<file path="src/rtl/pixclk_pkg.sv">
package pixclk_pkg;
  // Default subfield widths of the divisor field
  localparam int unsigned LO_BITS_DEF = 5;
  localparam int unsigned HI_BITS_DEF = 5;
  // Field width and ratio width (field max + 2 needs one extra bit)
  localparam int unsigned FIELD_BITS_DEF = LO_BITS_DEF + HI_BITS_DEF;
  localparam int unsigned RATIO_BITS_DEF = FIELD_BITS_DEF + 1;
endpackage

</file>
<file path="src/rtl/pixclk_ratio_dec.sv">
module pixclk_ratio_dec #(
  parameter int unsigned LO_BITS = pixclk_pkg::LO_BITS_DEF,
  parameter int unsigned HI_BITS = pixclk_pkg::HI_BITS_DEF,
  localparam int unsigned FW = LO_BITS + HI_BITS,
  localparam int unsigned RW = FW + 1
) (
  input  logic               bypass,
  input  logic [LO_BITS-1:0] sub_lo,
  input  logic [HI_BITS-1:0] sub_hi,
  output logic [RW-1:0]      ratio
);
  logic [FW-1:0] field;

  // High subfield forms the upper bits of the joined field
  assign field = {sub_hi, sub_lo};

  always_comb begin
    if (bypass) ratio = RW'(1);
    else        ratio = RW'(field) + RW'(2);
  end
endmodule

</file>
<file path="src/rtl/pixclk_period_ctr.sv">
module pixclk_period_ctr #(
  parameter int unsigned RW = pixclk_pkg::RATIO_BITS_DEF
) (
  input  logic          clk,
  input  logic          rst_n,
  input  logic [RW-1:0] ratio_in,
  output logic [RW-1:0] cnt_nxt,
  output logic [RW-1:0] ratio_nxt,
  output logic          terminal,
  output logic [RW-1:0] ratio_q,
  output logic          loaded,
  output logic          en_q
);
  logic [RW-1:0] cnt_q;
  logic [RW-1:0] ratio_eff;

  always_comb begin
    // Before the first capture the live ratio governs the first period
    ratio_eff = loaded ? ratio_q : ratio_in;
    terminal  = (cnt_q == ratio_eff - RW'(1));
    cnt_nxt   = terminal ? '0 : cnt_q + RW'(1);
    ratio_nxt = (terminal || !loaded) ? ratio_in : ratio_q;
  end

  always_ff @(posedge clk or negedge rst_n) begin
    if (!rst_n) begin
      cnt_q   <= '0;
      ratio_q <= '0;
      loaded  <= 1'b0;
      en_q    <= 1'b0;
    end else begin
      cnt_q   <= cnt_nxt;
      ratio_q <= ratio_nxt;
      loaded  <= 1'b1;
      en_q    <= terminal;
    end
  end

  // the count never leaves the current period
  assert_cnt_in_range_R2: assert property (@(posedge clk) disable iff (!rst_n)
    loaded |-> (cnt_q < ratio_q));

  // the captured ratio only moves on a boundary edge
  assert_ratio_hold_R6: assert property (@(posedge clk) disable iff (!rst_n)
    (loaded && $past(loaded) && cnt_q != '0) |-> $stable(ratio_q));
endmodule

</file>
<file path="src/rtl/pixclk_phase_gen.sv">
module pixclk_phase_gen #(
  parameter int unsigned RW = pixclk_pkg::RATIO_BITS_DEF
) (
  input  logic          clk,
  input  logic          rst_n,
  input  logic          terminal,
  input  logic [RW-1:0] cnt_nxt,
  input  logic [RW-1:0] ratio_nxt,
  output logic          pix_clk
);
  logic [RW-1:0] low_len;
  logic          clk_nxt;

  always_comb begin
    // Low phase is ceil(N/2); high phase takes the remainder
    low_len = RW'((ratio_nxt + RW'(1)) >> 1);
    clk_nxt = !terminal && (cnt_nxt >= low_len);
  end

  always_ff @(posedge clk or negedge rst_n) begin
    if (!rst_n) pix_clk <= 1'b0;
    else        pix_clk <= clk_nxt;
  end
endmodule

</file>
<file path="src/rtl/pixclk_divider.sv">
module pixclk_divider #(
  parameter int unsigned LO_BITS = pixclk_pkg::LO_BITS_DEF,
  parameter int unsigned HI_BITS = pixclk_pkg::HI_BITS_DEF,
  localparam int unsigned RW = LO_BITS + HI_BITS + 1
) (
  input  logic               clk,
  input  logic               rst_n,
  input  logic               bypass,
  input  logic [LO_BITS-1:0] div_lo,
  input  logic [HI_BITS-1:0] div_hi,
  output logic               pix_en,
  output logic               pix_clk
);
  logic [RW-1:0] ratio_live;
  logic [RW-1:0] cnt_nxt;
  logic [RW-1:0] ratio_nxt;
  logic [RW-1:0] ratio_q;
  logic          terminal;
  logic          loaded;

  pixclk_ratio_dec #(.LO_BITS(LO_BITS), .HI_BITS(HI_BITS)) u_dec (
    .bypass (bypass),
    .sub_lo (div_lo),
    .sub_hi (div_hi),
    .ratio  (ratio_live)
  );

  pixclk_period_ctr #(.RW(RW)) u_ctr (
    .clk       (clk),
    .rst_n     (rst_n),
    .ratio_in  (ratio_live),
    .cnt_nxt   (cnt_nxt),
    .ratio_nxt (ratio_nxt),
    .terminal  (terminal),
    .ratio_q   (ratio_q),
    .loaded    (loaded),
    .en_q      (pix_en)
  );

  pixclk_phase_gen #(.RW(RW)) u_phase (
    .clk       (clk),
    .rst_n     (rst_n),
    .terminal  (terminal),
    .cnt_nxt   (cnt_nxt),
    .ratio_nxt (ratio_nxt),
    .pix_clk   (pix_clk)
  );

  // a captured ratio of one pulses every cycle
  assert_bypass_every_cycle_R3: assert property (@(posedge clk) disable iff (!rst_n)
    (loaded && ratio_q == RW'(1)) |-> pix_en);

  // pulse is one cycle wide for ratios of two or more
  assert_en_single_R8: assert property (@(posedge clk) disable iff (!rst_n)
    (pix_en && ratio_q > RW'(1)) |=> !pix_en);

  // the square wave is low in the cycle that starts a period
  assert_clk_low_at_start_R7: assert property (@(posedge clk) disable iff (!rst_n)
    pix_en |-> !pix_clk);
endmodule

</file>
<file path="config.mk">
export PLATFORM = sky130hd
export DESIGN_NAME = pixclk_divider
export DESIGN_NICKNAME = d
export VERILOG_FILES = /design/src/rtl/pixclk_pkg.sv /design/src/rtl/pixclk_ratio_dec.sv /design/src/rtl/pixclk_period_ctr.sv /design/src/rtl/pixclk_phase_gen.sv /design/src/rtl/pixclk_divider.sv
export SDC_FILE = /design/constraint.sdc
export NUM_CORES = 1
export LEC_CHECK = 0
export CAP_MARGIN = 5
export CORE_UTILIZATION = 50
export CTS_BUF_LIST = sky130_fd_sc_hd__clkbuf_8 sky130_fd_sc_hd__clkbuf_16
export DETAILED_ROUTE_END_ITERATION = 8
export DONT_BUFFER_PORTS = 1
export PLACE_DENSITY = 0.76
export REMOVE_ABC_BUFFERS = 1
export SKIP_CTS_REPAIR_TIMING = 1
export SYNTH_ARGS = -nofsm -noshare
export SYNTH_HDL_FRONTEND = slang
export SYNTH_HIERARCHICAL = 1
export SYNTH_SLANG_ARGS = --single-unit
</file>
<file path="constraint.sdc">
create_clock -name clk -period 3.8 [get_ports clk]
set_input_delay 0.57 -clock clk [delete_from_list [all_inputs] [get_ports clk]]
set_output_delay 0.57 -clock clk [all_outputs]
set_load 0.03 [all_outputs]
</file>
Word-level counts from Yosys, hierarchy flattened
Index checks and enable logic that the tools add are counted.
Storage, ports and cells
  logic and storage cells: 19
  output and inout bits: 2
  bits in registers: 25
  input port bits: 13
Operators by class
  magnitude comparators: 1
  eq/ne operators: 1
  multiplexer cells: 4
  reductions and logical operators: 4
  add/subtract/negate cells: 4
Operators with widths (count)
  2-to-1 mux 11 bit: 4
  adder 11 x 1 -> 11 bit (second input constant): 2
  adder 10 x 2 -> 11 bit (second input constant): 1
  equality test 11 bit: 1
  >= comparator 11 x 10 -> 1 bit: 1
  subtractor 11 x 1 -> 11 bit (second input constant): 1
  logical NOT 1 bit: 2
  logical AND 1 bit: 1
  logical OR 1 bit: 1

Longest topological paths before layout
Gate-level depths: netlist of run 1.
  word-level depth: 10
  depth in mapped cells: 21
  depth with buffers taken out: 20

Modules after synthesis
Netlist of run 1, hierarchy kept.
Modules (own cells, without submodules)
  pixclk_period_ctr: area an instance 1561.5 µm², sequential area each 600.6 µm², times used 1, cells each 145
  pixclk_phase_gen: area an instance 395.4 µm², sequential area each 25.0 µm², times used 1, cells each 49
  pixclk_ratio_dec: area an instance 196.4 µm², sequential area each 0.0 µm², times used 1, cells each 32

Worst setup path after synthesis of run 1
OpenSTA, ideal clock, no wires.
  kind: input to register
  start point: input port bypass
  end point: register u_phase.pix_clk
  slack: -0.657 ns
  stages on the path: 20
  required time: 3.669 ns
  path buffers: 2
  arrival time: 4.327 ns
  library setup time: 0.131 ns
  path through: clkbuf_1 > or2_2 > mux2i_1 > ha_1 > nand2_1 > or3_4 > a211oi_2 > nand4_1 > o21ai_2 > buf_6 > mux2_4 > and3_1 > and4_1 > nand4_1 > xor2_1 > ha_1 > a21oi_1 > o21ai_0 > nor3_1 > o22ai_1
Between the ends
  cells in the longest elaborated chain, start to end: 9
  elaborated cells on any way between the ends: 11
  classes of those cells: add/sub (2); order compare (1); eq/ne (1); mux (4); reduce/logical (3)
Ends and longest elaborated chain
  from (decl): RTL line pixclk_divider.sv:8  | input logic bypass,
  2-to-1 mux 11 bit: RTL line pixclk_ratio_dec.sv:18  | if (bypass) ratio = RW'(1);
  named net ratio_live[0]: RTL line pixclk_divider.sv:14  | logic [RW-1:0] ratio_live;
  2-to-1 mux 11 bit: RTL line pixclk_period_ctr.sv:19  | ratio_eff = loaded ? ratio_q : ratio_in;
  subtractor 11 x 1 -> 11 bit: RTL line pixclk_period_ctr.sv:20  | terminal = (cnt_q == ratio_eff - RW'(1));
  equality test 11 bit: RTL line pixclk_period_ctr.sv:20
  logical OR 1 bit: RTL line pixclk_period_ctr.sv:22  | ratio_nxt = (terminal || !loaded) ? ratio_in : ratio_q;
  2-to-1 mux 11 bit: RTL line pixclk_period_ctr.sv:22
  named net ratio_nxt[4]: RTL line pixclk_divider.sv:16  | logic [RW-1:0] ratio_nxt;
  adder 11 x 1 -> 11 bit: RTL line pixclk_phase_gen.sv:16  | low_len = RW'((ratio_nxt + RW'(1)) >> 1);
  >= comparator 11 x 10 -> 1 bit: RTL line pixclk_phase_gen.sv:17  | clk_nxt = !terminal && (cnt_nxt >= low_len);
  logical AND 1 bit: RTL line pixclk_phase_gen.sv:17
  named net u_phase.clk_nxt: RTL line pixclk_phase_gen.sv:12  | logic clk_nxt;
  to (signal assigned): RTL line pixclk_phase_gen.sv:22  | else pix_clk <= clk_nxt;
  to (decl): RTL line pixclk_phase_gen.sv:9  | output logic pix_clk
The timed path passes the listed nets, and every way through them passes these cells.

Final worst setup path of run 1
  start point: input port div_lo[1]
  end point: register u_phase.pix_clk
Between the ends
  cells in the longest elaborated chain, start to end: 10
  elaborated cells on any way between the ends: 12
  classes of those cells: add/sub (3); order compare (1); eq/ne (1); mux (4); reduce/logical (3)
Ends and longest elaborated chain
  from (decl): RTL line pixclk_divider.sv:9  | input logic [LO_BITS-1:0] div_lo,
  adder 10 x 2 -> 11 bit (*): RTL line pixclk_ratio_dec.sv:19  | else ratio = RW'(field) + RW'(2);
  2-to-1 mux 11 bit (*): RTL line pixclk_ratio_dec.sv:18
  named net ratio_live[2]: RTL line pixclk_divider.sv:14
  2-to-1 mux 11 bit: RTL line pixclk_period_ctr.sv:19
  subtractor 11 x 1 -> 11 bit: RTL line pixclk_period_ctr.sv:20
  equality test 11 bit: RTL line pixclk_period_ctr.sv:20
  logical OR 1 bit: RTL line pixclk_period_ctr.sv:22
  2-to-1 mux 11 bit (*): RTL line pixclk_period_ctr.sv:22
  named net ratio_nxt[2]: RTL line pixclk_divider.sv:16
  adder 11 x 1 -> 11 bit (*): RTL line pixclk_phase_gen.sv:16
  >= comparator 11 x 10 -> 1 bit (*): RTL line pixclk_phase_gen.sv:17
  logical AND 1 bit (*): RTL line pixclk_phase_gen.sv:17
  named net u_phase.clk_nxt: RTL line pixclk_phase_gen.sv:12
The timed path passes the listed nets; every way through them passes the cells marked *.

==> results.md, run 1 <==
* Outcome: finished, violations left
* Violated checks: negative setup slack
* Area leader, netlist: dfrtp_1
* Sequential fraction of the synthesis area at 29.1%
* Detailed Routing Iterations Pass 1 at 4
* Mapped Cells at about 230
* Worst path required time at 3950 ps
* Post-synth ARST share at between 90% and 100%
* Area of the multi-input gates at 1690 um2
* Post-synth top cells: 25 x dfrtp_1, 23 x nor2_1, 19 x xnor2_1
* H-tree levels at 1
* Core Area at roughly 4000 um2
* Die ar. at 4570 um2
* Initial antenna violation count at 0
* Hold WC Path Type: in -> async
* Input/output buffers at 0
* Post-synth EDFFs at 0
* CP arrival at 4340 ps
* Final setup slack of the worst path at -387 ps
* Wire length per cell at 17.5 um
* Layout Nets at 307
* Critical path cell sequence: ha_4, nor2b_2, mux2i_1, buf_4, o21ai_0, o221ai_2, a211oi_2, nand4_1, o21ai_4, buf_6, mux2_4, and3_4, and4_4, nand4_1, xor2_1, ha_1, a21oi_2, o21ai_1, nor3_2, o22ai_1
* # fillers at roughly 260
* Cell row count at 23
* DR vias at roughly 1900
* Count leader, synth: dfrtp_1
* DR iter-0 viols at 127
* GRT Total Usage at a little under a quarter
* CP max FO at 6
* DP Worst Slack at -728 ps
* Final Setup Violations at 1
* Pin count of the biggest net entering global routing at 26
* Crit path top cell by count: nand4_1
* Switch share at just over 40%
* Worst clock skew at 1.39 ps
* Initial Util at a little over half
* Global route overflow at 0
* Clk root buf: clkbuf_8
* Int Power at 748 uW
* Leakage at 1.28 nW
* Reg2reg start: u_ctr/loaded$_DFF_PN0_
* F_max at about 240 MHz
* Crit path capture type: register
* Logic pwr share at 53.8%
* Max-cap violations at 0
* Crit path largest cell delay at 320 ps
* Final ANT Viol Nets at 0
* Final number of hold-violating endpoints at 0
* CTS tree: built
* Crit path launch type: input pin
* Clock buffer depth at 2
* Diode count at 0
* Tmin final at 4190 ps
* Synthesized flop and latch total at 25
* RSZ-0062 raised after global routing: true
* Total clock sinks at 25
* GP Congestion at 0.810
* Share of post-route cells with drive strength above 1 at 43.0%
* IO Pins at 15
* Top_reg_cell synth: dfrtp_1
* Synth unique cells at 47
* Worst-Skew Late Latency at 270 ps
* Area contributors post-synth: dfrtp_1 29%, ha_1 8.1%, xnor2_1 7.7%
* First-pass GRT wire length at 7970 um
* Setup TNS at -387 ps
* Post-detailed-routing wire length at 5740 um
* PD cells at approximately 430 nW/um2
* Drt drc at 0
* Crit-path slowest cell: mux2_4
* Synth Area per Inst at approximately 9.5 um2
* Register share of total power at 33.6%
* Die H at between 60 and 70 um
* Yosys warns at 6
* Clock power frac at 12.6%
* CP Class: in -> reg
* Final slew viol count at 0
* Post-synth top area share at 29.1%
* CTS buffer count at 3
* Vias per std cell at approximately 5.9
* Worst setup path start: div_lo[1]
* Register area at between 600 and 700 um2
* Layout area overhead at 35.2%
* Die Wd at between 60 and 70 um
* CTS clk-pin slew, worst paths at 80 ps
* Synth Cell Area at 2150 um2
* Switching power at 503 uW
* Vias in the first global route at 1818
* DP HPWL at 3860 um
* Fin crit share at 110%
* Peak VDD IR at 383 uV
-- area by class of cell --
type | instances | share of cell area [%]
Timing Repair Buffer | 57 | 16.5
Clock buffer | 3 | 1.42
Inverter | 3 | 0.387
Tap cell | 50 | 2.15
Sequential cell | 25 | 21.5
Clock inverter | 1 | 0.172
Multi-Input combinational cell | 190 | 57.9
-- kinds of logic after synthesis --
logic type / share of synthesized area (%)
AO/OA/AOI/OAI: 8.37
XOR/XNOR: 14.6
adder cells (fa/ha/maj): 8.13
buffers and inverters: 3.95
flip-flops: 29.1
multiplexers: 13.1
other: 0.174
AND/OR/NAND/NOR: 22.6
-- routing by layer --
metal	up-vias	GRT usage, %	share of wire [%]
li1	925	-	-
met1	942	29.5	43
met2	47	40.3	50
met3	15	2.53	3.5
met4	0	9.84	2.6
met5	-	0	0
-- worst max-delay path: cells and delay by family --
| family | cells | cell delay [ps] |
|---|---|---|
| muxes | 2 | 470 |
| and+or+nand+nor | 6 | 1040 |
| adders and majority gates | 2 | 540 |
| buffers and inverters | 2 | 330 |
| AOI/OAI and AO/OA | 7 | 1160 |
| xor gates and xnor gates | 1 | 230 |
-- power groups by stage --
stage	combinational, mW	clock (mW)	sequential (mW)
5_1_grt	0.736	0.174	0.429
4_1_cts	0.570	0.161	0.415
3_5_place_dp	0.565	0	0.419
3_3_place_gp	0.548	0	0.418
6_report	0.673	0.157	0.420
2_1_floorplan	0.393	0	0.409
-- final timing paths --
kind	end	slack, ps	cells after the start
max	u_phase/pix_clk$_DFF_PN0_	-390	20
min	u_ctr/ratio_q[6]$_DFF_PN0_	110	1
max reg2reg	u_phase/pix_clk$_DFF_PN0_	-380	19
min reg2reg	u_ctr/ratio_q[10]$_DFF_PN0_	550	1
max in group asynchronous	u_ctr/loaded$_DFF_PN0_	3530	1
min in group clk	u_ctr/ratio_q[10]$_DFF_PN0_	550	1
-- cells in the final DEF (no fill, tap or decap), types with 2 or more instances in the layout --
cell type	Yosys	final
nor3b_1	4	3
ha_1	14	12
mux2i_2	0	3
mux2i_1	12	8
clkbuf_8	2	3
and3_1	5	4
buf_6	2	5
o21ai_4	0	2
o21ai_1	1	4
buf_12	0	2
nor3_4	0	2
nand3_2	1	2
nand2_1	9	8
nand2b_1	2	2
mux2_4	10	10
nor3_1	12	4
inv_1	3	3
xor2_1	17	16
nor4_2	0	3
a21oi_1	7	2
xnor2_1	19	18
nand3_1	11	9
nor2b_1	3	2
or3_4	1	2
a21oi_2	0	4
nand4_1	5	5
nor3_2	0	6
buf_4	0	49
dfrtp_1	25	24
or3_1	3	2
nor2_1	23	22
-- flip-flops by register name, summed over array words and instances, names as in the netlist --
register and cells:
u_phase/pix_clk 1, u_ctr/cnt_q 11, u_ctr/loaded 1, u_ctr/ratio_q 11, u_ctr/en_q 1
-- through the flow --
step           std cells  area [um2]  util [%]  hold slack [ps]  power, mW
2_1_floorplan        218        2080         -              274      0.803
3_3_place_gp         318        2520      62.0              275      0.967
3_5_place_dp         318        2520      62.0              275      0.983
4_1_cts              322        2560      63.2            -24.2       1.15
5_1_grt              329        2910      71.8              102       1.34
6_report             329        2910      71.8              109       1.25
Power figures use the tool's default switching activity.
==> inputs of run 2 (changes only) <==
--- a/config.mk
+++ b/config.mk
@@ -6,11 +6,13 @@
 export NUM_CORES = 1
 export LEC_CHECK = 0
 export CAP_MARGIN = 5
+export CORE_MARGIN = 5
 export CORE_UTILIZATION = 50
 export CTS_BUF_LIST = sky130_fd_sc_hd__clkbuf_8 sky130_fd_sc_hd__clkbuf_16
 export DETAILED_ROUTE_END_ITERATION = 8
 export DONT_BUFFER_PORTS = 1
 export PLACE_DENSITY = 0.76
+export RECOVER_POWER = 25
 export REMOVE_ABC_BUFFERS = 1
 export SKIP_CTS_REPAIR_TIMING = 1
 export SYNTH_ARGS = -nofsm -noshare
==> run 2 against run 1 <==
  * The run still ends with negative setup slack left
  * Via count down 1.3%
  * Sequential share of layout area is 1.6 points higher
  * Register-to-register slack better by 150 ps
  * Highest routed layer unchanged
  * Utilization decreased by 5.5 points
  * Global-route usage decreased by 3.7 points
  * Routed wire length is 6.6% lower
  * Count of clock-buffer cells in the layout unchanged
  * Clock power rose by 6%
  * Non-clock buffer count fell by 3
  * Die area is 25% higher
  * Final area decreased by 7.0%
==> results.md, run 2 (synthesis results as in run 1) <==
* Worst path required time at 3970 ps (+20 ps)
* DP Worst Slack at -698 ps (+29.8 ps)
* Violated checks: negative setup slack
* Input/output buffers at 0 (unchanged)
* CTS buffer count at 3 (unchanged)
* Die Wd at 75.6 um (+12%)
* Layout area overhead at 25.8%
* Detailed Routing Iterations Pass 1 at 4 (unchanged)
* Cell Area, Placed at 2530 um2 (+0.50%)
* Vias in the first global route at 1883 (+3.6%)
* Worst-Skew Late Latency at 280 ps (about the same)
* GP Congestion at 0.890 (+9.8%)
* F_max at 246 MHz (+3.0%)
* Tmin final at 4070 ps (-121 ps)
* Final setup slack of the worst path at -266 ps (+121 ps)
* Largest regs: u_ctr/cnt_q: 11 flops, u_ctr/ratio_q: 11 flops
* Drt drc at 0 (unchanged)
* Leakage at 1.22 nW (-4.6%)
* GRT Total Usage at 19.8% (-3.7 points)
* Final Setup Violations at 1 (unchanged)
* DR iter-0 viols at 71 (-44%)
* Vias per std cell at 5.84 (-0.44%)
* H-tree levels at 1 (unchanged)
* Clock buffer depth at 2 (unchanged)
* CTS clk-pin slew, worst paths at 90 ps (about the same)
* Peak VDD IR at 296 uV (-23%)
* Share of post-route cells with drive strength above 1 at 35.5% (-7.5 points)
* Commonest cells after routing, fill and taps aside: 52 x buf_4, 24 x dfrtp_1, 23 x nor2_1, 19 x xnor2_1, 17 x xor2_1
* Layout Cells excl Fill at 326 (-0.91%)
* # fillers at 345 (+31%)
* Final number of hold-violating endpoints at 0 (unchanged)
* Pin count of the biggest net entering global routing at 26 (unchanged)
* Outcome: finished, violations left
* Register area at 627 um2 (unchanged)
* Worst clock skew at 7.50 ps (+6.11 ps)
* PD cells at 451 nW/um2 (+5.1%)
* CTS tree: built
* CP arrival at 4240 ps (-100 ps)
* Initial Util at 52.7% (-0.37 points)
* DR vias at 1903 (-1.3%)
* Slew @ Worst Pin at 1320 ps
* Max_slew headroom at about an eighth
* Fin crit share at 107% (-3.2 points)
* Area of the multi-input gates at 1550 um2 (-8.3%)
* Crit path launch type: input pin
* Diode count at 0 (unchanged)
* Final slew viol count at 0 (unchanged)
* Cell row count at 23 (unchanged)
* Final ANT Viol Nets at 0 (unchanged)
* Wire length per cell at 16.5 um (-5.7%)
* Clk root buf: clkbuf_8
* Global route overflow at 0 (unchanged)
* Max-cap violations at 0 (unchanged)
* Die H at 75.6 um (+12%)
* RSZ-0062 raised after global routing: true
* Crit path capture type: register
* Post-detailed-routing wire length at 5370 um (-6.6%)
* Hold WC Path Type: in -> async
* Die ar. at 5720 um2 (+25%)
* Core Area at 4090 um2 (+0.71%)
* Post-route cell area at 2710 um2 (-7.0%)
* Most common cell after layout, fill and taps aside: buf_4
* Reg2Reg Depth at 19 (unchanged)
* First-pass GRT wire length at 8650 um (+8.5%)
* DP HPWL at 4160 um (+7.7%)
* CP max FO at 11 (+5)
* Total clock sinks at 25 (unchanged)
* CP Class: in -> reg
* Placed Instances at 318 (unchanged)
* Initial antenna violation count at 0 (unchanged)
* Layout Nets at 304 (-0.98%)
* IO Pins at 15 (unchanged)
-- run 2: cell types whose count changed in the layout (fill, tap and decap cells not counted), moves of 2 or more --
cell | previous run | this run
nor3_1 | 4 | 10
buf_6 | 5 | 0
nor3_2 | 6 | 1
buf_4 | 49 | 52
mux2i_1 | 8 | 10
o21ai_0 | 1 | 3
o21ai_1 | 4 | 2
o21ai_2 | 0 | 2
o21ai_4 | 2 | 0
-- run 2: critical path, stage by stage --
cell      delay (ps)
or2_2            320
mux2i_2          190
ha_2             210
buf_4            120
and3b_2          170
o221ai_1         150
a211oi_2         250
nand4_1          160
o21ai_2          210
buf_12           140
mux2_4           300
and3_4           200
and4_4           190
nand4_1           80
xor2_1           170
ha_1             300
a21oi_2          180
o21ai_2           70
nor3_2           170
o22ai_1           80
-- run 2: metrics by stage --
step	power [mW]	util (%)	hold slack [ps]	TNS, ps
floorplan	0.803	-	274	-776
global placement	0.962	61.9	275	-629
detailed placement	0.998	61.9	275	-698
CTS	1.17	63.1	-36.0	-407
global route	1.31	66.3	598	-466
finish	1.22	66.3	552	-266
-- run 2: path summary, 6_finish.rpt --
check / slack (ps) / end / from
min in group clk: 550 / u_ctr/ratio_q[10]$_DFF_PN0_ / u_ctr/ratio_q[10]$_DFF_PN0_
max in group asynchronous: 2360 / u_ctr/loaded$_DFF_PN0_ / rst_n
worst min-delay path: 550 / u_ctr/en_q$_DFF_PN0_ / rst_n
worst max register to register: -230 / u_phase/pix_clk$_DFF_PN0_ / u_ctr/loaded$_DFF_PN0_
worst min register to register: 550 / u_ctr/ratio_q[10]$_DFF_PN0_ / u_ctr/ratio_q[10]$_DFF_PN0_
worst max-delay path: -270 / u_phase/pix_clk$_DFF_PN0_ / bypass
-- run 2: layer usage --
layer	share of wire, %	global-route usage (%)
met5	0	0
met4	2.4	8.54
met3	4.4	2.64
met2	48	33.4
met1	45	25.3
-- run 2: cell type report --
cell class | instances | area share, %
multi-input cells | 190 | 57.0
inverters | 3 | 0.416
repair buffers | 54 | 15.3
clock inverters | 1 | 0.277
flip-flops and latches | 25 | 23.1
well taps | 50 | 2.31
clock buffers | 3 | 1.52
-- run 2: power by group --
| part | total, mW | internal, mW | switching [mW] | leakage (nW) |
|---|---|---|---|---|
| registers | 0.433 | 0.329 | 0.104 | 0.317 |
| clock network | 0.166 | 0.0747 | 0.0914 | 0.0217 |
| logic | 0.623 | 0.316 | 0.307 | 0.884 |
